## config.mk

```make
export PLATFORM = sky130hd
export DESIGN_NAME = dma_window_engine
export DESIGN_NICKNAME = d
export VERILOG_FILES = /design/src/rtl/dmaw_pkg.sv /design/src/rtl/dmaw_sizer.sv /design/src/rtl/dmaw_walker.sv /design/src/rtl/dmaw_count_regs.sv /design/src/rtl/dma_window_engine.sv
export SDC_FILE = /design/constraint.sdc
export NUM_CORES = 1
export LEC_CHECK = 0
export CORE_ASPECT_RATIO = 0.75
export CORE_UTILIZATION = 65
export CTS_BUF_LIST = sky130_fd_sc_hd__clkbuf_2
export CTS_CLUSTER_SIZE = 14
export DETAILED_ROUTE_END_ITERATION = 12
export DONT_BUFFER_PORTS = 1
export PLACE_DENSITY_LB_ADDON = 0.08
export SYNTH_ARGS = -nofsm -noshare
export SYNTH_HDL_FRONTEND = slang
export SYNTH_SLANG_ARGS = --single-unit
```

## constraint.sdc

```tcl
create_clock -name clk -period 6.14 [get_ports clk]
set_clock_uncertainty 0.2 [all_clocks]
set_input_delay 1.228 -clock clk [delete_from_list [all_inputs] [get_ports clk]]
set_output_delay 1.228 -clock clk [all_outputs]
set_load 0.01 [all_outputs]
```

## src/rtl/dmaw_pkg.sv

```systemverilog
package dmaw_pkg;
  typedef enum logic [1:0] {
    KIND_NONE = 2'b00,
    KIND_IN   = 2'b01,
    KIND_OUT  = 2'b10,
    KIND_CMD  = 2'b11
  } xfer_kind_e;

  typedef enum logic [1:0] {
    ST_IDLE = 2'b00,
    ST_RUN  = 2'b01,
    ST_FIN  = 2'b10
  } eng_state_e;
endpackage

```

## src/rtl/dmaw_sizer.sv

```systemverilog
module dmaw_sizer
  import dmaw_pkg::*;
#(
  parameter int BUF_AW = 17,
  parameter int CNT_W  = 16,
  parameter int LW     = BUF_AW + 1
) (
  input  xfer_kind_e        kind,
  input  logic [CNT_W-1:0]  cnt,
  input  logic [BUF_AW-1:0] base,
  input  logic [BUF_AW-1:0] src_avail,
  input  logic [BUF_AW-1:0] tgt_need,
  output logic [LW-1:0]     total,
  output logic [LW-1:0]     take,
  output logic              more
);
  logic [LW-1:0] n_full;
  logic [LW-1:0] space;
  logic [LW-1:0] src_w;
  logic [LW-1:0] need_w;
  logic [LW-1:0] span;

  always_comb begin
    n_full = (cnt == '0) ? (LW'(1) << CNT_W) : LW'(cnt);
    space  = (LW'(1) << BUF_AW) - LW'(base);
    src_w  = LW'(src_avail);
    need_w = LW'(tgt_need);
    span   = (n_full < space) ? n_full : space;
    total  = n_full;
    take   = '0;
    more   = 1'b0;
    case (kind)
      KIND_IN: begin
        total = span;
        take  = (src_w < span) ? src_w : span;
        more  = (src_w > span);
      end
      KIND_OUT: begin
        total = (need_w < n_full) ? need_w : n_full;
        more  = (need_w > n_full);
      end
      default: begin
        total = n_full;
      end
    endcase
  end
endmodule

```

## src/rtl/dmaw_walker.sv

```systemverilog
module dmaw_walker #(
  parameter int BUF_AW = 17,
  parameter int LW     = BUF_AW + 1
) (
  input  logic              clk,
  input  logic              rst_n,
  input  logic              start,
  input  logic              advance,
  input  logic [BUF_AW-1:0] base_in,
  input  logic [LW-1:0]     total_in,
  input  logic [LW-1:0]     take_in,
  output logic [BUF_AW-1:0] addr,
  output logic              last,
  output logic              fill_zero
);
  logic [BUF_AW-1:0] base_q, base_d;
  logic [LW-1:0]     total_q, total_d;
  logic [LW-1:0]     take_q, take_d;
  logic [LW-1:0]     idx_q, idx_d;
  logic              en;

  always_comb begin
    base_d  = base_q;
    total_d = total_q;
    take_d  = take_q;
    idx_d   = idx_q;
    if (start) begin
      base_d  = base_in;
      total_d = total_in;
      take_d  = take_in;
      idx_d   = '0;
    end else if (advance) begin
      idx_d = idx_q + LW'(1);
    end
  end

  assign en = start | advance;

  always_ff @(posedge clk or negedge rst_n) begin
    if (!rst_n) begin
      base_q  <= '0;
      total_q <= '0;
      take_q  <= '0;
      idx_q   <= '0;
    end else if (en) begin
      base_q  <= base_d;
      total_q <= total_d;
      take_q  <= take_d;
      idx_q   <= idx_d;
    end
  end

  // Address arithmetic truncates to the window width, giving the wrap.
  assign addr      = base_q + idx_q[BUF_AW-1:0];
  assign last      = (idx_q == total_q - LW'(1));
  assign fill_zero = (idx_q >= take_q);
endmodule

```

## src/rtl/dmaw_count_regs.sv

```systemverilog
module dmaw_count_regs #(
  parameter int BYTE_W = 8
) (
  input  logic              clk,
  input  logic              rst_n,
  input  logic              load,
  input  logic [BYTE_W-1:0] lo_in,
  input  logic [BYTE_W-1:0] mid_in,
  input  logic [BYTE_W-1:0] hi_in,
  input  logic              finish,
  input  logic              clear_len,
  output logic [BYTE_W-1:0] lo,
  output logic [BYTE_W-1:0] mid,
  output logic [BYTE_W-1:0] hi,
  output logic              tc
);
  logic [BYTE_W-1:0] lo_d, mid_d, hi_d;
  logic              tc_d;
  logic              en;

  always_comb begin
    lo_d  = lo;
    mid_d = mid;
    hi_d  = hi;
    tc_d  = tc;
    if (load) begin
      lo_d  = lo_in;
      mid_d = mid_in;
      hi_d  = hi_in;
      tc_d  = 1'b0;
    end else if (finish) begin
      tc_d = 1'b1;
      if (clear_len) begin
        lo_d  = '0;
        mid_d = '0;
      end
    end
  end

  assign en = load | finish;

  always_ff @(posedge clk or negedge rst_n) begin
    if (!rst_n) begin
      lo  <= '0;
      mid <= '0;
      hi  <= '0;
      tc  <= 1'b0;
    end else if (en) begin
      lo  <= lo_d;
      mid <= mid_d;
      hi  <= hi_d;
      tc  <= tc_d;
    end
  end
endmodule

```

## src/rtl/dma_window_engine.sv

```systemverilog
module dma_window_engine
  import dmaw_pkg::*;
#(
  parameter int BYTE_W = 8,
  parameter int BUF_AW = 17
) (
  input  logic              clk,
  input  logic              rst_n,
  input  logic              cmd_valid,
  input  logic              cmd_dma,
  input  logic [1:0]        cmd_kind,
  input  logic [BYTE_W-1:0] wr_cnt_lo,
  input  logic [BYTE_W-1:0] wr_cnt_mid,
  input  logic [BYTE_W-1:0] wr_cnt_hi,
  input  logic [BUF_AW-1:0] win_base,
  input  logic [BUF_AW-1:0] src_avail,
  input  logic [BUF_AW-1:0] tgt_need,
  input  logic [BYTE_W-1:0] in_data,
  output logic              in_ready,
  output logic              out_valid,
  output logic [BYTE_W-1:0] out_data,
  output logic [BUF_AW-1:0] buf_addr,
  output logic              buf_we,
  output logic              buf_re,
  output logic [BYTE_W-1:0] buf_wdata,
  input  logic [BYTE_W-1:0] buf_rdata,
  output logic [BYTE_W-1:0] rd_cnt_lo,
  output logic [BYTE_W-1:0] rd_cnt_mid,
  output logic [BYTE_W-1:0] rd_cnt_hi,
  output logic              term_cnt,
  output logic              busy,
  output logic              done,
  output logic              stay_phase
);
  localparam int CNT_W = 2 * BYTE_W;
  localparam int LW    = BUF_AW + 1;

  eng_state_e state_q, state_d;
  xfer_kind_e kind_q, kind_d, kind_in;
  logic       more_q, more_d;
  logic       outv_q;

  logic [LW-1:0] sz_total, sz_take;
  logic          sz_more;
  logic          accept, start, run, last, fill_zero, finish;

  assign kind_in = xfer_kind_e'(cmd_kind);
  assign accept  = cmd_valid && (state_q == ST_IDLE);
  assign start   = accept && cmd_dma && (kind_in != KIND_NONE);
  assign run     = (state_q == ST_RUN);
  assign finish  = run && last;

  dmaw_sizer #(.BUF_AW(BUF_AW), .CNT_W(CNT_W), .LW(LW)) u_sizer (
    .kind      (kind_in),
    .cnt       ({wr_cnt_mid, wr_cnt_lo}),
    .base      (win_base),
    .src_avail (src_avail),
    .tgt_need  (tgt_need),
    .total     (sz_total),
    .take      (sz_take),
    .more      (sz_more)
  );

  dmaw_walker #(.BUF_AW(BUF_AW), .LW(LW)) u_walker (
    .clk       (clk),
    .rst_n     (rst_n),
    .start     (start),
    .advance   (run),
    .base_in   (win_base),
    .total_in  (sz_total),
    .take_in   (sz_take),
    .addr      (buf_addr),
    .last      (last),
    .fill_zero (fill_zero)
  );

  dmaw_count_regs #(.BYTE_W(BYTE_W)) u_count (
    .clk       (clk),
    .rst_n     (rst_n),
    .load      (accept && cmd_dma),
    .lo_in     (wr_cnt_lo),
    .mid_in    (wr_cnt_mid),
    .hi_in     (wr_cnt_hi),
    .finish    (finish),
    .clear_len (kind_q != KIND_CMD),
    .lo        (rd_cnt_lo),
    .mid       (rd_cnt_mid),
    .hi        (rd_cnt_hi),
    .tc        (term_cnt)
  );

  always_comb begin
    state_d = state_q;
    kind_d  = kind_q;
    more_d  = more_q;
    case (state_q)
      ST_IDLE: if (start) begin
        state_d = ST_RUN;
        kind_d  = kind_in;
        more_d  = sz_more;
      end
      ST_RUN:  if (last) state_d = ST_FIN;
      default: state_d = ST_IDLE;
    endcase
  end

  always_ff @(posedge clk or negedge rst_n) begin
    if (!rst_n) begin
      state_q <= ST_IDLE;
      kind_q  <= KIND_NONE;
      more_q  <= 1'b0;
      outv_q  <= 1'b0;
    end else begin
      state_q <= state_d;
      kind_q  <= kind_d;
      more_q  <= more_d;
      outv_q  <= buf_re;
    end
  end

  assign buf_we     = run && (kind_q == KIND_IN);
  assign buf_re     = run && (kind_q != KIND_IN);
  assign buf_wdata  = fill_zero ? '0 : in_data;
  assign in_ready   = buf_we && !fill_zero;
  assign out_valid  = outv_q;
  assign out_data   = outv_q ? buf_rdata : '0;
  assign busy       = (state_q != ST_IDLE);
  assign done       = (state_q == ST_FIN);
  assign stay_phase = more_q;
endmodule

```

==> summary.md <==
| Metric | Value |
|---|---|
| Outcome | `finished clean` |
| DR WL met2 | `12000 um` |
| Crit path capture type | `register` |
| Synth-to-layout area growth | `6.18%` |
| Number of antenna diodes | `0` |
| Top Layer Used | `met4` |
| Synth Warn # | `0` |
| Global-route wire length before repair | `41600 um` |
| CTS max path bufs | `2` |
| Filler instances | `1011` |
| Cells after synthesis | `1003` |
| Syn Nets | `1189` |
| Height of the die | `101 um` |
| Internal power | `0.00150 W` |
| Avg Cell Area, Syn | `8.42 sq um` |
| Final ANT Viol Nets | `0` |
| Post-synthesis sequential area ratio | `30.2%` |
| WP data required | `6.48 ns` |
| Multi-input gate area | `0.00541 sq mm` |
| Max cap viols | `0` |
| Power share of the combinational group | `46.7%` |
| Number of CTS-inserted buffers | `9` |
| Storage cell area | `0.00255 sq mm` |
| DR WL met3 | `3440 um` |
| R2r startpoint | `u_walker.total_q[0]$_DFFE_PN0P_` |
| Drt initial violations | `882` |
| #FFs+latches synth | `102` |
| Routed WL | `27600 um` |
| Ys async rst share | `100%` |
| Static Leak | `4.07 nW` |
| I/O Buffers | `0` |
| Final setup vio count | `0` |
| Core ar. | `0.0125 sq mm` |
| Post-synthesis mux area share | `2.30%` |
| Final hold vios | `0` |
| Hold WS | `0.0444 ns` |
| Ports | `162` |
| Post-Synth Adder-Cell Area | `13.3%` |
| Synth Area in XOR/XNOR | `6.12%` |
| Worst Max-Slew Pin Slew | `1.11 ns` |
| Overall power | `0.00283 W` |
| Worst EP arrival | `6.26 ns` |
| Max Slew Vio Count | `0` |
| Initial antenna violation count | `0` |
| Clk Latency, worst-skew pair | `0.64 ns` |
| DRC Markers | `0` |
| CTS Root Cell | `clkbuf_2` |
| Critical path class | `input pin to register` |
| Reg clk slew, reported paths | `0.30 ns` |
| Share of cells above drive strength 1 | `7.92%` |
| Largest net degree at the start of global routing | `94` |
| Drt pass-1 iters | `7` |
| Synth cell types | `73` |
| Period utilization | `96.5%` |
| Die area | `0.0135 sq mm` |
| Sequential share of power | `41.9%` |
| Final net count | `1191` |
| Clk sinks | `102` |
| DP HPWL | `21000 um` |
| H-tree level count | `3` |
| Site Rows | `35` |
| Worst r2r path cells | `10` |
| Post-CTS setup buffer count | `0` |
| CTS tree | `built` |
| Wire length per cell | `23.5 um` |
| Vias in the first global route | `7714` |
| Critical path fanouts, max | `15` |
| Most common cell after layout, fill and taps aside | `nand2_1` |
| Clk pwr share | `11.4%` |
| Global Route Usage Sum | `40.8%` |
| Most used DFF post-synth | `dfrtp_1` |
| R2R Setup Slk | `2.31 ns` |
| Most frequent cells in the layout | `nand2_1 (120), dfrtp_1 (102), ha_1 (88)` |
| Switching pwr | `0.00132 W` |
| RD Place Congestion | `0.985` |
| Relative slew slack | `26.2%` |
| Starting Density | `67.7%` |
| Main combinational cell family by area after synthesis | `simple AND/OR/NAND/NOR gates` |
| Remaining Overflow, GRT | `0` |
| Hold Path Class | `input pin to async pin` |
| M1 WL | `11300 um` |
| Post-synth EDFFs | `0` |
| Synth Area in Simple Gates | `20.8%` |
| Final min period | `5.92 ns` |
| Max Fclk | `169 MHz` |
| Synthesized cell area | `0.00845 sq mm` |
| Placed inst area | `0.00880 sq mm` |
| Die width | `134 um` |
| Worst VDD drop | `200 uV` |
| Vias per cell | `6.97` |
| Final Instance Area | `0.00897 sq mm` |
| Routed vias | `8199` |
| Switching Fraction | `46.8%` |
| PD cells | `315 mW/mm^2` |
| RR Endpoint | `u_count.mid[4]$_DFFE_PN0P_` |
| Critical Path Start Type | `input pin` |
| Post-synthesis compound-gate area fraction | `20.8%` |
power groups by stage:
stage / clock [W] / combinational, W / sequential, W
2_1_floorplan: 0 / 0.00103 / 0.00108
3_3_place_gp: 0 / 0.00121 / 0.00117
3_5_place_dp: 0 / 0.00127 / 0.00119
4_1_cts: 0.000324 / 0.00129 / 0.00117
5_1_grt: 0.000346 / 0.00145 / 0.00121
6_report: 0.000323 / 0.00132 / 0.00118
registers in the layout, summed over array words and instances (netlist names):
name,flops
u_walker.take_q,18
u_count.mid,8
kind_q,2
u_count.tc,1
u_count.hi,8
u_walker.idx_q,18
u_walker.base_q,17
u_walker.total_q,18
state_q,2
out_valid,1
u_count.lo,8
stay_phase,1
worst max-delay path by stage:
stage	startpoint	to	slack, ns	cells after the start
after global routing	win_base[3]	u_walker.take_q[4]$_DFFE_PN0P_	-0.004	23
after CTS	win_base[3]	u_walker.take_q[4]$_DFFE_PN0P_	0.28	23
final	win_base[3]	u_walker.take_q[4]$_DFFE_PN0P_	0.22	23
after detailed placement	win_base[3]	u_walker.take_q[4]$_DFFE_PN0P_	-0.36	23
after global placement	win_base[3]	u_walker.take_q[16]$_DFFE_PN0P_	-0.07	24
after floorplan	win_base[0]	u_walker.take_q[10]$_DFFE_PN0P_	0.01	25
through the flow:
stage	util (%)	std cells	setup TNS (ns)	worst slack, ns
3_5_place_dp	70.5	1155	-5.54	-0.356
3_3_place_gp	70.5	1155	-0.476	-0.0701
4_1_cts	71.5	1174	0	0.277
6_report	71.8	1176	0	0.218
2_1_floorplan	-	1003	0	0.0113
5_1_grt	71.8	1176	-0.00391	-0.00391
layout make-up:
cell class / instances / area share, %
multi-input cells: 763 / 60.3
flip-flops and latches: 102 / 28.5
clock buffers: 9 / 0.502
well taps: 166 / 2.32
clock inverters: 7 / 0.642
repair buffers: 49 / 4.40
inverters: 80 / 3.35
worst max-delay path: stages:
cell	delay, ns
nor4_4	0.35
nand4b_1	0.17
or3_1	0.35
buf_4	0.14
xor2_1	0.24
inv_1	0.09
ha_1	0.32
nand4_1	0.13
nor2_1	0.18
a41oi_1	0.17
a211o_1	0.32
o311a_1	0.16
nand2_4	0.16
mux2_2	0.38
ha_1	0.22
nor2b_1	0.13
o21a_1	0.12
o21ai_0	0.07
a21oi_1	0.17
o21ai_0	0.14
a211o_1	0.32
or2_2	0.45
o221ai_1	0.25
kinds of logic (layout without fill, tap and decap cells):
group                    after synthesis  after routing
AO/OA/AOI/OAI                        249            249
AND/OR/NAND/NOR                      347            347
XOR/XNOR                              59             59
buffers and inverters                138            145
multiplexers                          19             19
adder cells (fa/ha/maj)               89             89
flip-flops                           102            102
synth_stat cells, types with 3 or more instances:
cell | n | share of area [%]
o21ai_0 | 46 | 2.7
dfrtp_1 | 102 | 30
nand4_1 | 26 | 1.9
nand2b_1 | 10 | 0.74
xnor2_1 | 36 | 3.7
nand2_1 | 121 | 5.4
o31a_1 | 3 | 0.31
a22oi_1 | 9 | 0.80
nor3_1 | 18 | 1.1
nand3b_1 | 4 | 0.36
buf_1 | 4 | 0.18
inv_1 | 80 | 3.6
buf_6 | 3 | 0.40
and4_1 | 4 | 0.41
a32oi_1 | 3 | 0.31
a2111oi_0 | 4 | 0.41
o22ai_1 | 5 | 0.37
clkbuf_1 | 48 | 2.1
a31oi_1 | 12 | 0.89
nand3_1 | 26 | 1.5
nor4_1 | 11 | 0.81
a21oi_1 | 49 | 2.9
a22o_1 | 18 | 1.9
mux2i_1 | 16 | 1.9
o221ai_1 | 17 | 1.8
mux2_2 | 3 | 0.40
o21a_1 | 8 | 0.71
and2_1 | 16 | 1.2
or2_2 | 3 | 0.22
or3_1 | 20 | 1.5
nor2b_1 | 11 | 0.81
o211ai_1 | 6 | 0.53
a21o_1 | 12 | 1.1
ha_1 | 88 | 13
xor2_1 | 23 | 2.4
a211o_1 | 10 | 1.0
a221oi_1 | 10 | 1.0
a211oi_1 | 15 | 1.3
nor2_1 | 52 | 2.3
and3_1 | 8 | 0.59
layer usage:
metal	vias to the layer above	GRT usage [%]
li1	3623	-
met1	3973	55.0
met2	522	62.3
met3	81	13.1
met4	0	13.3
met5	-	0
timing repair:
action                                 CTS  global route
endpoints found under the hold margin    8            37
hold buffers                             3             2
setup endpoints to repair                0            14
resized for setup                        0             2
(Power assumes the default switching activity.)
